===== src/rtl/pt_walker_pkg.sv =====
package pt_walker_pkg;

  typedef enum logic [2:0] {
    FLT_NONE  = 3'd0,
    FLT_LEN   = 3'd1,
    FLT_OUTER = 3'd2,
    FLT_INNER = 3'd3,
    FLT_PROT  = 3'd4
  } flt_e;

  typedef enum logic [1:0] {
    ACC_RD  = 2'd0,
    ACC_WR  = 2'd1,
    ACC_EX  = 2'd2,
    ACC_RDX = 2'd3
  } acc_e;

  typedef enum logic [2:0] {
    ST_IDLE,
    ST_CHECK_LEN,
    ST_READ_OUTER,
    ST_READ_INNER,
    ST_DONE,
    ST_FAULT
  } walk_st_e;

  localparam int PTE_V_BIT = 0;
  localparam int PTE_W_BIT = 1;
  localparam int PTE_X_BIT = 2;

endpackage


===== src/rtl/pt_addr_split.sv =====
module pt_addr_split #(
  parameter int VA_W    = 32,
  parameter int OUTER_W = 12,
  parameter int INNER_W = 10,
  parameter int OFF_W   = 10
) (
  input  logic [VA_W-1:0]    vaddr,
  output logic [OUTER_W-1:0] outer_idx,
  output logic [INNER_W-1:0] inner_idx,
  output logic [OFF_W-1:0]   offset
);
  localparam int INNER_LSB = OFF_W;
  localparam int OUTER_LSB = OFF_W + INNER_W;

  assign offset    = vaddr[OFF_W-1:0];
  assign inner_idx = vaddr[INNER_LSB +: INNER_W];
  assign outer_idx = vaddr[OUTER_LSB +: OUTER_W];
endmodule


===== src/rtl/pt_entry_addr.sv =====
module pt_entry_addr #(
  parameter int AW    = 32,
  parameter int IDX_W = 12
) (
  input  logic [AW-1:0]    base,
  input  logic [IDX_W-1:0] idx,
  output logic [AW-1:0]    addr
);
  localparam int ENTRY_SHIFT = 2;

  logic [AW-1:0] idx_ext;
  assign idx_ext = {{(AW-IDX_W){1'b0}}, idx};
  assign addr    = base + (idx_ext << ENTRY_SHIFT);
endmodule


===== src/rtl/pt_perm_check.sv =====
module pt_perm_check
  import pt_walker_pkg::*;
#(
  parameter int PTE_W = 32
) (
  input  logic [PTE_W-1:0] pte,
  input  logic [1:0]       acc,
  output logic [2:0]       code
);
  always_comb begin
    code = FLT_NONE;
    if (!pte[PTE_V_BIT]) begin
      code = FLT_INNER;
    end else if (acc == ACC_WR && !pte[PTE_W_BIT]) begin
      code = FLT_PROT;
    end else if (acc == ACC_EX && !pte[PTE_X_BIT]) begin
      code = FLT_PROT;
    end
  end
endmodule


===== src/rtl/pt_walker.sv =====
module pt_walker
  import pt_walker_pkg::*;
#(
  parameter int VA_W    = 32,
  parameter int OUTER_W = 12,
  parameter int INNER_W = 10,
  parameter int OFF_W   = 10,
  parameter int PTE_W   = 32
) (
  input  logic               clk,
  input  logic               rst,
  input  logic               req_valid,
  input  logic [VA_W-1:0]    req_vaddr,
  input  logic [1:0]         req_acc,
  input  logic [PTE_W-1:0]   ptbr,
  input  logic [OUTER_W:0]   ptlr,
  output logic               req_ready,
  output logic               mem_rd_en,
  output logic [PTE_W-1:0]   mem_rd_addr,
  input  logic               mem_rd_valid,
  input  logic [PTE_W-1:0]   mem_rd_data,
  output logic               done,
  output logic               fault,
  output logic [2:0]         fault_code,
  output logic [PTE_W-1:0]   paddr
);
  localparam int BASE_W = PTE_W - OFF_W;

  walk_st_e           state;
  logic [VA_W-1:0]    va_q;
  logic [1:0]         acc_q;
  logic [PTE_W-1:0]   ptbr_q;
  logic [OUTER_W:0]   ptlr_q;

  logic [OUTER_W-1:0] outer_idx;
  logic [INNER_W-1:0] inner_idx;
  logic [OFF_W-1:0]   offset;
  logic [PTE_W-1:0]   outer_addr;
  logic [PTE_W-1:0]   inner_base;
  logic [PTE_W-1:0]   inner_addr;
  logic [2:0]         leaf_code;

  pt_addr_split #(.VA_W(VA_W), .OUTER_W(OUTER_W), .INNER_W(INNER_W), .OFF_W(OFF_W)) u_split (
    .vaddr(va_q), .outer_idx(outer_idx), .inner_idx(inner_idx), .offset(offset)
  );

  pt_entry_addr #(.AW(PTE_W), .IDX_W(OUTER_W)) u_outer_addr (
    .base(ptbr_q), .idx(outer_idx), .addr(outer_addr)
  );

  assign inner_base = {mem_rd_data[PTE_W-1:OFF_W], {OFF_W{1'b0}}};

  pt_entry_addr #(.AW(PTE_W), .IDX_W(INNER_W)) u_inner_addr (
    .base(inner_base), .idx(inner_idx), .addr(inner_addr)
  );

  pt_perm_check #(.PTE_W(PTE_W)) u_perm (
    .pte(mem_rd_data), .acc(acc_q), .code(leaf_code)
  );

  assign req_ready = (state == ST_IDLE);

  always_ff @(posedge clk) begin
    if (rst) begin
      state       <= ST_IDLE;
      va_q        <= '0;
      acc_q       <= '0;
      ptbr_q      <= '0;
      ptlr_q      <= '0;
      mem_rd_en   <= 1'b0;
      mem_rd_addr <= '0;
      done        <= 1'b0;
      fault       <= 1'b0;
      fault_code  <= FLT_NONE;
      paddr       <= '0;
    end else begin
      mem_rd_en <= 1'b0;
      done      <= 1'b0;
      fault     <= 1'b0;
      case (state)
        ST_IDLE: begin
          if (req_valid) begin
            va_q   <= req_vaddr;
            acc_q  <= req_acc;
            ptbr_q <= ptbr;
            ptlr_q <= ptlr;
            state  <= ST_CHECK_LEN;
          end
        end
        ST_CHECK_LEN: begin
          if ({1'b0, outer_idx} >= ptlr_q) begin
            fault      <= 1'b1;
            fault_code <= FLT_LEN;
            state      <= ST_FAULT;
          end else begin
            mem_rd_en   <= 1'b1;
            mem_rd_addr <= outer_addr;
            state       <= ST_READ_OUTER;
          end
        end
        ST_READ_OUTER: begin
          if (mem_rd_valid) begin
            if (!mem_rd_data[PTE_V_BIT]) begin
              fault      <= 1'b1;
              fault_code <= FLT_OUTER;
              state      <= ST_FAULT;
            end else begin
              mem_rd_en   <= 1'b1;
              mem_rd_addr <= inner_addr;
              state       <= ST_READ_INNER;
            end
          end
        end
        ST_READ_INNER: begin
          if (mem_rd_valid) begin
            if (leaf_code != FLT_NONE) begin
              fault      <= 1'b1;
              fault_code <= leaf_code;
              state      <= ST_FAULT;
            end else begin
              done       <= 1'b1;
              fault_code <= FLT_NONE;
              paddr      <= {mem_rd_data[PTE_W-1 -: BASE_W], offset};
              state      <= ST_DONE;
            end
          end
        end
        ST_DONE:  state <= ST_IDLE;
        ST_FAULT: state <= ST_IDLE;
        default:  state <= ST_IDLE;
      endcase
    end
  end

  // end pulses last one cycle and never coincide
  a_r10_done_pulse: assert property (@(posedge clk) disable iff (rst) done |=> !done);
  a_r10_fault_pulse: assert property (@(posedge clk) disable iff (rst) fault |=> !fault);
  a_r10_exclusive: assert property (@(posedge clk) disable iff (rst) !(done && fault));
  a_r10_ready_back: assert property (@(posedge clk) disable iff (rst) (done || fault) |=> req_ready);
  // each read request is a single-cycle pulse
  a_r8_rd_pulse: assert property (@(posedge clk) disable iff (rst) mem_rd_en |=> !mem_rd_en);
  // an accepted request makes the walker busy
  a_r9_busy: assert property (@(posedge clk) disable iff (rst) (req_valid && req_ready) |=> !req_ready);
  // a length fault follows the check cycle with no read in flight
  a_r3_len_no_read: assert property (@(posedge clk) disable iff (rst)
    (fault && fault_code == FLT_LEN) |-> !mem_rd_en && $past(!mem_rd_en));
  // success reports no fault code
  a_r7_done_code: assert property (@(posedge clk) disable iff (rst) done |-> fault_code == FLT_NONE);

endmodule


===== config.mk =====
export PLATFORM = sky130hd
export DESIGN_NAME = pt_walker
export DESIGN_NICKNAME = d
export VERILOG_FILES = /design/src/rtl/pt_walker_pkg.sv /design/src/rtl/pt_addr_split.sv /design/src/rtl/pt_entry_addr.sv /design/src/rtl/pt_perm_check.sv /design/src/rtl/pt_walker.sv
export SDC_FILE = /design/constraint.sdc
export NUM_CORES = 1
export LEC_CHECK = 0
export BUFFER_PORTS_ARGS = -buffer_cell sky130_fd_sc_hd__buf_4
export CORE_UTILIZATION = 54
export DETAILED_ROUTE_END_ITERATION = 7
export PLACE_DENSITY = 0.81
export SYNTH_ARGS = -nofsm -noshare
export SYNTH_HDL_FRONTEND = slang
export SYNTH_SLANG_ARGS = --single-unit

===== constraint.sdc =====
create_clock -name clk -period 2.9 [get_ports clk]
set_input_delay 0.58 -clock clk [delete_from_list [all_inputs] [get_ports clk]]
set_output_delay 0.58 -clock clk [all_outputs]
set_load 0.02 [all_outputs]

# ---- Word level (Yosys, flattened, before mapping)
# Index checks and enable logic that the tools add are counted.
# Widths: inputs -> output; s select.
dict set report classes {
  n_reduce_logical 14
  eq_ne 12
  muxes 31
  bitwise 3
  order_cmp 1
  n_addsub 2
}
# operator n
set op_table {}
lappend op_table {{$mux 32} 3}
lappend op_table {{$pmux 32 s2} 1}
lappend op_table {{$mux 3} 13}
lappend op_table {{$add 32x12->32} 1}
lappend op_table {{$add 32x14->32} 1}
lappend op_table {{$ne 2x2->1 const B} 7}
lappend op_table {{$ge 12x13->1} 1}
lappend op_table {{$pmux 3 s4} 1}
lappend op_table {{$mux 1} 10}
lappend op_table {{$pmux 3 s3} 1}
lappend op_table {{$eq 3x2->1 const B} 2}
lappend op_table {{$reduce_and 3->1} 2}
lappend op_table {{$reduce_bool 3->1} 2}
lappend op_table {{$reduce_and 5->1} 1}
lappend op_table {{$reduce_and 4->1} 1}
lappend op_table {{$eq 3x1->1 const B} 1}
lappend op_table {{$logic_not 3->1} 1}
lappend op_table {{$not 1->1} 3}
lappend op_table {{$pmux 1 s3} 1}
lappend op_table {{$reduce_or 3->1} 1}
lappend op_table {{$eq 2x1->1 const B} 1}
lappend op_table {{$eq 2x2->1 const B} 1}
lappend op_table {{$logic_and 1x1->1} 2}
lappend op_table {{$logic_not 1->1} 2}
lappend op_table {{other kinds (3)} 3}
dict set report totals {
  elab_cells 74
  out_inout_bits 71
  reg_bits 152
}

# ---- Longest topological paths before layout
# Gate-level depths: netlist of the first run.
dict set report depth {
  word_depth 9
  depth_mapped 10
  mapped_depth_nobuf 9
}

# ---- Modules after synthesis
# From an unflattened synthesis of the first run, not the netlist that was laid out.
dict set report unflattened {
  cells_unflattened 1036
  area_unflattened_um2 8510.7
}
# mod area_each_um2 seq_area_each_um2 cells_each instances
set by_module_without_submodules {}
lappend by_module_without_submodules {pt_walker 6304.8 3042.9 736 1}
lappend by_module_without_submodules {{pt_entry_addr (u_inner_addr)} 970.9 0.0 125 1}
lappend by_module_without_submodules {{pt_entry_addr (u_outer_addr)} 960.9 0.0 138 1}
lappend by_module_without_submodules {pt_addr_split 240.2 0.0 32 1}
lappend by_module_without_submodules {pt_perm_check 33.8 0.0 5 1}

# ---- Worst setup path before layout of the first run
# OpenSTA, ideal clock, no wires.
dict set report synth_path {
  path_type {input-to-reg}
  from {input port mem_rd_data[10]}
  to {register mem_rd_addr[26]}
  cell_stages 9
  slack_ps 314
  t_required_ps 2824
  n_path_buf 0
  arrival_ps 2511
  path_cell_list {ha_1 inv_1 fa_1 nand3b_1 or3_1 or3_1 a21oi_1 a31oi_1 o22ai_1}
}
dict set report synth_via {
  elab_chain_cells 4
}
# item line
set synth_rtl {}
lappend synth_rtl {{start: declaration} pt_walker.sv:21} ;# input logic [PTE_W-1:0] mem_rd_data,
lappend synth_rtl {{$add 32x12->32} pt_entry_addr.sv:13} ;# assign addr = base + (idx_ext << ENTRY_SHIFT);
lappend synth_rtl {{$mux 32} pt_walker.sv:103} ;# if (!mem_rd_data[PTE_V_BIT]) begin
lappend synth_rtl {{$mux 32} pt_walker.sv:102} ;# if (mem_rd_valid) begin
lappend synth_rtl {{$pmux 32 s2} pt_walker.sv:80} ;# case (state)
lappend synth_rtl {{end signal: assignment} pt_walker.sv:97} ;# mem_rd_addr <= outer_addr;
lappend synth_rtl {{end signal: assignment} pt_walker.sv:109} ;# mem_rd_addr <= inner_addr;
lappend synth_rtl {{end: declaration} pt_walker.sv:19} ;# output logic [PTE_W-1:0] mem_rd_addr,
# Every way passes these cells. The select of a mux whose other input is x is not followed.
# A chain may end at the register's enable or synchronous reset.

# ---- Worst setup path in the final report of the first run
dict set report layout_path {
  from {register ptlr_q[10]}
  to {register mem_rd_addr[16]}
}
dict set report layout_via {
  elab_chain_cells 3
}
# item line
set layout_rtl {}
lappend layout_rtl {{start: declaration} pt_walker.sv:33} ;# logic [OUTER_W:0] ptlr_q;
lappend layout_rtl {{start signal: assignment} pt_walker.sv:86} ;# ptlr_q <= ptlr;
lappend layout_rtl {{$ge 12x13->1} pt_walker.sv:91} ;# if ({1'b0, outer_idx} >= ptlr_q) begin
lappend layout_rtl {{$ne 2x2->1 (no line)} n/a}
lappend layout_rtl {{$reduce_and 4->1 (no line)} n/a}
# Every way passes these cells.

==> reports/metrics.cfg, run 1 <==
[power_and_ir_drop]
power_density_mw_per_mm2 = 808
p_leak_uw = 0.00378
ir_drop_uv = 949

[global_routing]
antenna_found_initial = 0
grt_max_degree = 62
overflow = 0
grt_pass1_vias = 6813
grt_pass1_wl_mm = 32.6
use_met2_pct = 47.6
grt_use_met3_pct = 6.13
globalRoute.busiestLayer = met2
grtUsageTotal_pct = 29.0
grt_util_met1_pct = 36.5

[placed_design]
gp_congestion = 0.882
hpwl_mm = 14.6
post_dp_cell_area_mm2 = 0.00889
port_buffers = 178

[sta]
fmax_mhz = 369
rsz0062_at_grt = false
slew_headroom_pct = 54.0
min_period_over_period_pct = 93.4
fin_skew_ns = 0.00726
fin_tns_setup_ns = 0
min_period_ns = 2.71
maxSlewViolCount = 0
setup_violations = 0
hold_viol_final = 0
tightestPinTransition_ns = 0.691

[clocking]
clk_path_buf_depth = 2
postCtsSetupBuffers = 0
cts_buffers = 17
clock_sinks = 152
clk-insertion-delay-late_ns = 0.43
cts_root_buf = clkbuf_16
ctsHoldBuffers = 0
clkTransAtPathRegs_ns = 0.06
cts_resized = 0
cts_max_level = 4
tritoncts = yes

[logic_synthesis]
postSynth.asyncResetShare_pct = 0
syn_inst = 970
ys_warn_count = 0
syn_area_mm2 = 0.00741
synth-seq-cells = 152
synthFlopType = dfxtp_1
synth_fp_nets = 1113
ys_seq_area_share_pct = 41.1
synth-edff-count = 0
avgSynthCellArea_um2 = 7.64
yosys.cell_types.count = 61

[flow_run]
cap_viol_max_count = 0

[route]
drt-vias-per-instance = 5.63
wl_mm = 20.3
drtIter0Drc = 519
vias = 7407
first_pass_iters = 5
wl_per_cell_um = 15.4
drc_errors = 0
ant_nets = 0

[die]
dieWidth_um = 119
rows = 42
die_h_um = 119
fp.coreArea_mm2 = 0.0133
pin_count = 186
start_util_pct = 55.7
dieArea_mm2 = 0.0142

[hold_path]
min_from = ptbr[18]
min_path_type = in -> reg
whs_path_depth = 3
holdPathEnd = ptbr_q[18]

[setup_path]
crit_path_end_kind = flip-flop
r2r_slack_ns = 0.19
r2r_end = mem_rd_addr[16]
required_ns = 3.22
worstReg2RegStart = ptlr_q[10]
worst-setup-path-type = reg -> reg
critPathLaunchType = flip-flop
cp_max_fo = 18
rr_worst_depth = 8
cp.arrival_ns = 3.02

[cells_and_area]
final.fill_count = 1138
final_nets = 1269
diodes = 0
postLayoutCellArea_mm2 = 0.00946
drive_gt1_share_pct = 21.7
syn2layout_area_growth_pct = 27.6
final_core_util_pct = 71.1

[status]
status = completed

## cells in the mapped netlist (all sizes together), types with 3 or more instances
library cell,number,share of area [%]
nor4,11,1.1
or3,5,0.42
nand3,28,2.0
ha,26,4.4
a31oi,9,0.76
o2111ai,3,0.35
o211a,3,0.41
a21oi,154,10
inv,30,1.5
nand4,11,0.93
a211oi,8,0.81
dfxtp,152,41
buf,12,0.96
nor3b,3,0.30
clkbuf,49,2.5
o31ai,6,0.68
a21o,4,0.41
o22ai,8,0.68
o211ai,12,1.2
o221ai,9,1.1
xor2,7,0.83
o32ai,3,0.35
nor3,30,2.2
nor2,28,1.4
o21ai,15,1.0
a311oi,5,0.59
xnor2,32,3.8
nand2,275,14
## how the worst max path moves through the flow
stage,startpoint,to,cells past startpoint
2_1_floorplan,mem_rd_data[10],mem_rd_addr[26],9
3_3_place_gp,mem_rd_data[10],mem_rd_addr[26],10
3_5_place_dp,mem_rd_data[10],mem_rd_addr[26],10
4_1_cts,ptlr_q[10],mem_rd_addr[16],8
5_1_grt,va_q[20],mem_rd_addr[20],8
6_report,ptlr_q[10],mem_rd_addr[16],8
## registers in the layout, summed over array words and instances (netlist names), 2 cells and up
name,cells
va_q,32
ptbr_q,32
paddr,32
acc_q,2
state,3
ptlr_q,13
fault_code,3
mem_rd_addr,32
## layer usage
metal,up-vias,share of wire (%)
met5,-,0
met2,272,48
met4,0,3.4
li1,3683,-
met1,3402,43
met3,50,6.0
## kinds of logic (layout without fill, tap and decap cells)
group / after synthesis / after routing / share of synthesized area [%]
AND/OR/NAND/NOR: 405 / 405 / 23.7
AO/OA/AOI/OAI: 253 / 253 / 20.5
flip-flops: 152 / 152 / 41.1
buffers and inverters: 92 / 261 / 5.01
XOR/XNOR: 39 / 39 / 4.61
adder cells (fa/ha/maj): 28 / 28 / 4.93
multiplexers: 1 / 1 / 0.135
## final cells by class
| class | instances | area (um^2) | share of cell area, % |
|---|---|---|---|
| Timing Repair Buffer | 198 | 1510 | 16.0 |
| Clock buffer | 21 | 470 | 4.97 |
| Multi-Input combinational cell | 726 | 4000 | 42.3 |
| Clock inverter | 11 | 97.6 | 1.03 |
| Tap cell | 176 | 220 | 2.33 |
| Inverter | 31 | 116 | 1.23 |
| Sequential cell | 152 | 3040 | 32.2 |
## metrics by stage
| stage | hold slack, ns | instances | setup WS, ns | total power [uW] |
|---|---|---|---|---|
| after floorplan | 0.432 | 970 | 0.314 | 4600 |
| after global placement | 0.438 | 1283 | 0.225 | 5450 |
| after detailed placement | 0.444 | 1283 | 0.212 | 5530 |
| after CTS | 0.388 | 1315 | 0.246 | 7640 |
| after global routing | 0.388 | 1315 | 0.00148 | 8090 |
| final | 0.396 | 1315 | 0.191 | 7640 |
## critical path, cell delays in order (launching register included)
cell and delay, ns:
dfxtp_1 0.34, inv_1 0.05, ha_1 0.29, o21ai_0 0.11, a211o_1 0.28, and2_4 0.16
a21oi_1 0.54, nand2_2 0.43, o221a_2 0.40
## layout by cell type, fill, tap and decap left out, drive strengths merged, types with 12 or more instances in the layout
cell / count
buf: 198
a21oi: 154
nor2: 28
xnor2: 32
o21ai: 15
clkbuf: 21
dfxtp: 152
ha: 26
inv: 31
nor3: 30
nand2: 275
nand3: 28
o211ai: 12
## where the power goes
part | internal (uW) | total [uW] | switching (uW)
Clock | 1240 | 2110 | 870
Combinational | 1060 | 2720 | 1660
Sequential | 2480 | 2810 | 322
Total | 4790 | 7640 | 2850
Power figures use the tool's default switching activity.
==> run 2, diff against run 1 <==
- CORE_UTILIZATION: 54 -> 58
- PLACE_DENSITY: 0.81 -> 0.86
- clock period: 2.9 -> 3.3 ns (I/O delays scaled with it)
==> run 2 against run 1 <==
- global-route usage rose by 2.2 points
- critical path depth did not move
- largest power group unchanged
- combinational power fell by 13%
- die area fell by 6.8%
- largest cell class unchanged
- wire length rose by 0.24%
- critical path type unchanged
==> reports/metrics.cfg, run 2 (same netlist as run 1, synthesis figures left out) <==
[global_routing]
antenna_found_initial = 0  ; unchanged
grt_pass1_vias = 6911  ; +1.4%
grt_pass1_wl_mm = 32.4  ; -0.64%
overflow = 0  ; unchanged
grtUsageTotal_pct = 31.2  ; +2.2 points
grt_max_degree = 67  ; +8.1%

[placed_design]
gp_congestion = 0.886  ; +0.40%
hpwl_mm = 14.2  ; -3.0%
port_buffers = 178  ; unchanged
dpl.cell_count = 1268  ; -1.2%

[clocking]
clk_path_buf_depth = 2  ; unchanged
tritoncts = yes
clk-insertion-delay-late_ns = 0.42  ; about the same
clock_sinks = 152  ; unchanged
postCtsSetupBuffers = 0  ; unchanged
cts_max_level = 4  ; unchanged
ctsHoldBuffers = 0  ; unchanged
cts_buffers = 17  ; unchanged
cts_resized = 0  ; unchanged
clkTransAtPathRegs_ns = 0.06  ; about the same
cts_root_buf = clkbuf_16

[setup_path]
critPathLaunchType = flip-flop
r2r_end = mem_rd_addr[28]
cp_cell_sequence = inv_1, ha_1, a211oi_1, nand2_1, nor3b_1, a21o_1, nand2_1, o221ai_1
required_ns = 3.63  ; +0.41 ns
r2r_slack_ns = 0.59  ; +0.39 ns
cpMostUsedCell = nand2_1
worst-path-buf-inv = 1  ; unchanged
cp_max_fo = 20  ; +2
worst-setup-path-type = reg -> reg
cp.arrival_ns = 3.05  ; +0.03 ns
cp_slowest_cell = a21o_1
cpLargestDelayFamily = compound AO/OA/AOI/OAI gates
cp_slowest_stage_delay_ns = 0.59  ; +0.05 ns
crit_path_end_kind = flip-flop
rr_worst_depth = 8  ; unchanged
worstReg2RegStart = ptlr_q[11]

[die]
die_h_um = 115  ; -3.5%
start_util_pct = 60.7  ; +4.9 points
rows = 40  ; -4.8%
dieWidth_um = 115  ; -3.5%
fp.coreArea_mm2 = 0.0122  ; -8.2%
dieArea_mm2 = 0.0132  ; -6.8%
pin_count = 186  ; unchanged

[cells_and_area]
final_core_util_pct = 77.4  ; +6.3 points
syn2layout_area_growth_pct = 27.6  ; about the same
drive_gt1_share_pct = 21.1  ; -0.62 points
final_cells = 1298  ; -1.3%
final_common_cell = nand2_1
final_nets = 1262  ; -0.55%
final.fill_count = 970  ; -15%
final_cell_mix = 273 x nand2_1, 189 x buf_4, 153 x a21oi_1
diodes = 0  ; unchanged

[sta]
min_period_over_period_pct = 82.3  ; -11 points
rsz0062_at_grt = false
min_period_ns = 2.71  ; +0.00553 ns
setup_violations = 0  ; unchanged
fin_skew_ns = 0.00652  ; -0.000741 ns
hold_slack_ns = 0.446  ; +0.0499 ns
hold_viol_final = 0  ; unchanged
fmax_mhz = 368  ; -0.20%
fin_tns_setup_ns = 0  ; unchanged
maxSlewViolCount = 0  ; unchanged
slew_headroom_pct = 52.3  ; -1.7 points
tightestPinTransition_ns = 0.713  ; +0.0225 ns

[route]
drtIter0Drc = 632  ; +22%
drc_errors = 0  ; unchanged
wl_per_cell_um = 15.7  ; +1.6%
first_pass_iters = 5  ; unchanged
ant_nets = 0  ; unchanged
vias = 7560  ; +2.1%
wl_mm = 20.3  ; +0.24%
drt-vias-per-instance = 5.82  ; +3.4%

[hold_path]
min_from = va_q[5]
min_path_type = reg -> reg
whs_path_depth = 2  ; -1
holdPathEnd = paddr[5]

[power_and_ir_drop]
p_leak_uw = 0.00378  ; about the same
power_uw = 6860  ; -10%
power_density_mw_per_mm2 = 726  ; -10%
ir_drop_uv = 483  ; -49%

[flow_run]
cap_viol_max_count = 0  ; unchanged

[status]
status = completed

==> run 2: changes by cell type in the layout (fill, tap and decap cells not counted), sizes merged <==
cell / previous run / this run
buf: 198 / 191
bufinv: 1 / 4
clkinv: 6 / 5
clkinvlp: 4 / 1
inv: 31 / 30
==> run 2: where the power goes <==
part / leakage (uW) / switching (uW) / total [uW] / internal, uW
Clock: 0.000305 / 724 / 2030 / 1310
Sequential: 0.00124 / 285 / 2470 / 2180
Combinational: 0.00224 / 1460 / 2360 / 900
Total: 0.00378 / 2470 / 6860 / 4390
==> run 2: worst register-to-register path: cells and delay by family, from the launching register on <==
family / cells / cell delay [ns]
and+or+nand+nor: 3 / 0.80
buffers and inverters: 1 / 0.04
DFF: 1 / 0.33
AOI/OAI and AO/OA: 3 / 1.13
adders and majority gates: 1 / 0.32
==> run 2: per-layer routing <==
layer | track usage [%] | wire (um) | vias to the layer above
li1 | - | - | 3669
met1 | 38.5 | 8560 | 3562
met2 | 53.5 | 10000 | 286
met3 | 6.11 | 1260 | 43
met4 | 12.8 | 528 | 0
met5 | 0 | 0 | -
==> run 2: cell type report <==
class,instances,area (um^2),share of cell area (%)
clock buffers,21,470,4.98
clock inverters,9,148,1.56
inverters,31,116,1.23
multi-input cells,726,4010,42.4
flip-flops and latches,152,3040,32.2
well taps,168,210,2.22
repair buffers,191,1460,15.4
==> run 2: worst max path at each step <==
stage                    start               to  slack, ns  cells past startpoint
2_1_floorplan  mem_rd_data[10]  mem_rd_addr[26]       0.63                      9
3_3_place_gp   mem_rd_data[10]  mem_rd_addr[26]       0.40                     10
3_5_place_dp   mem_rd_data[10]  mem_rd_addr[26]       0.37                     10
4_1_cts              ptbr_q[2]  mem_rd_addr[20]       0.64                      8
5_1_grt              ptbr_q[2]  mem_rd_addr[20]       0.35                      8
6_report            ptlr_q[11]  mem_rd_addr[28]       0.59                      8
==> run 2: metrics by stage <==
stage,area (um^2),worst slack [ns]
4_1_cts,9450,0.642
2_1_floorplan,7410,0.634
3_5_place_dp,8830,0.369
5_1_grt,9450,0.346
6_report,9450,0.586
3_3_place_gp,8830,0.404
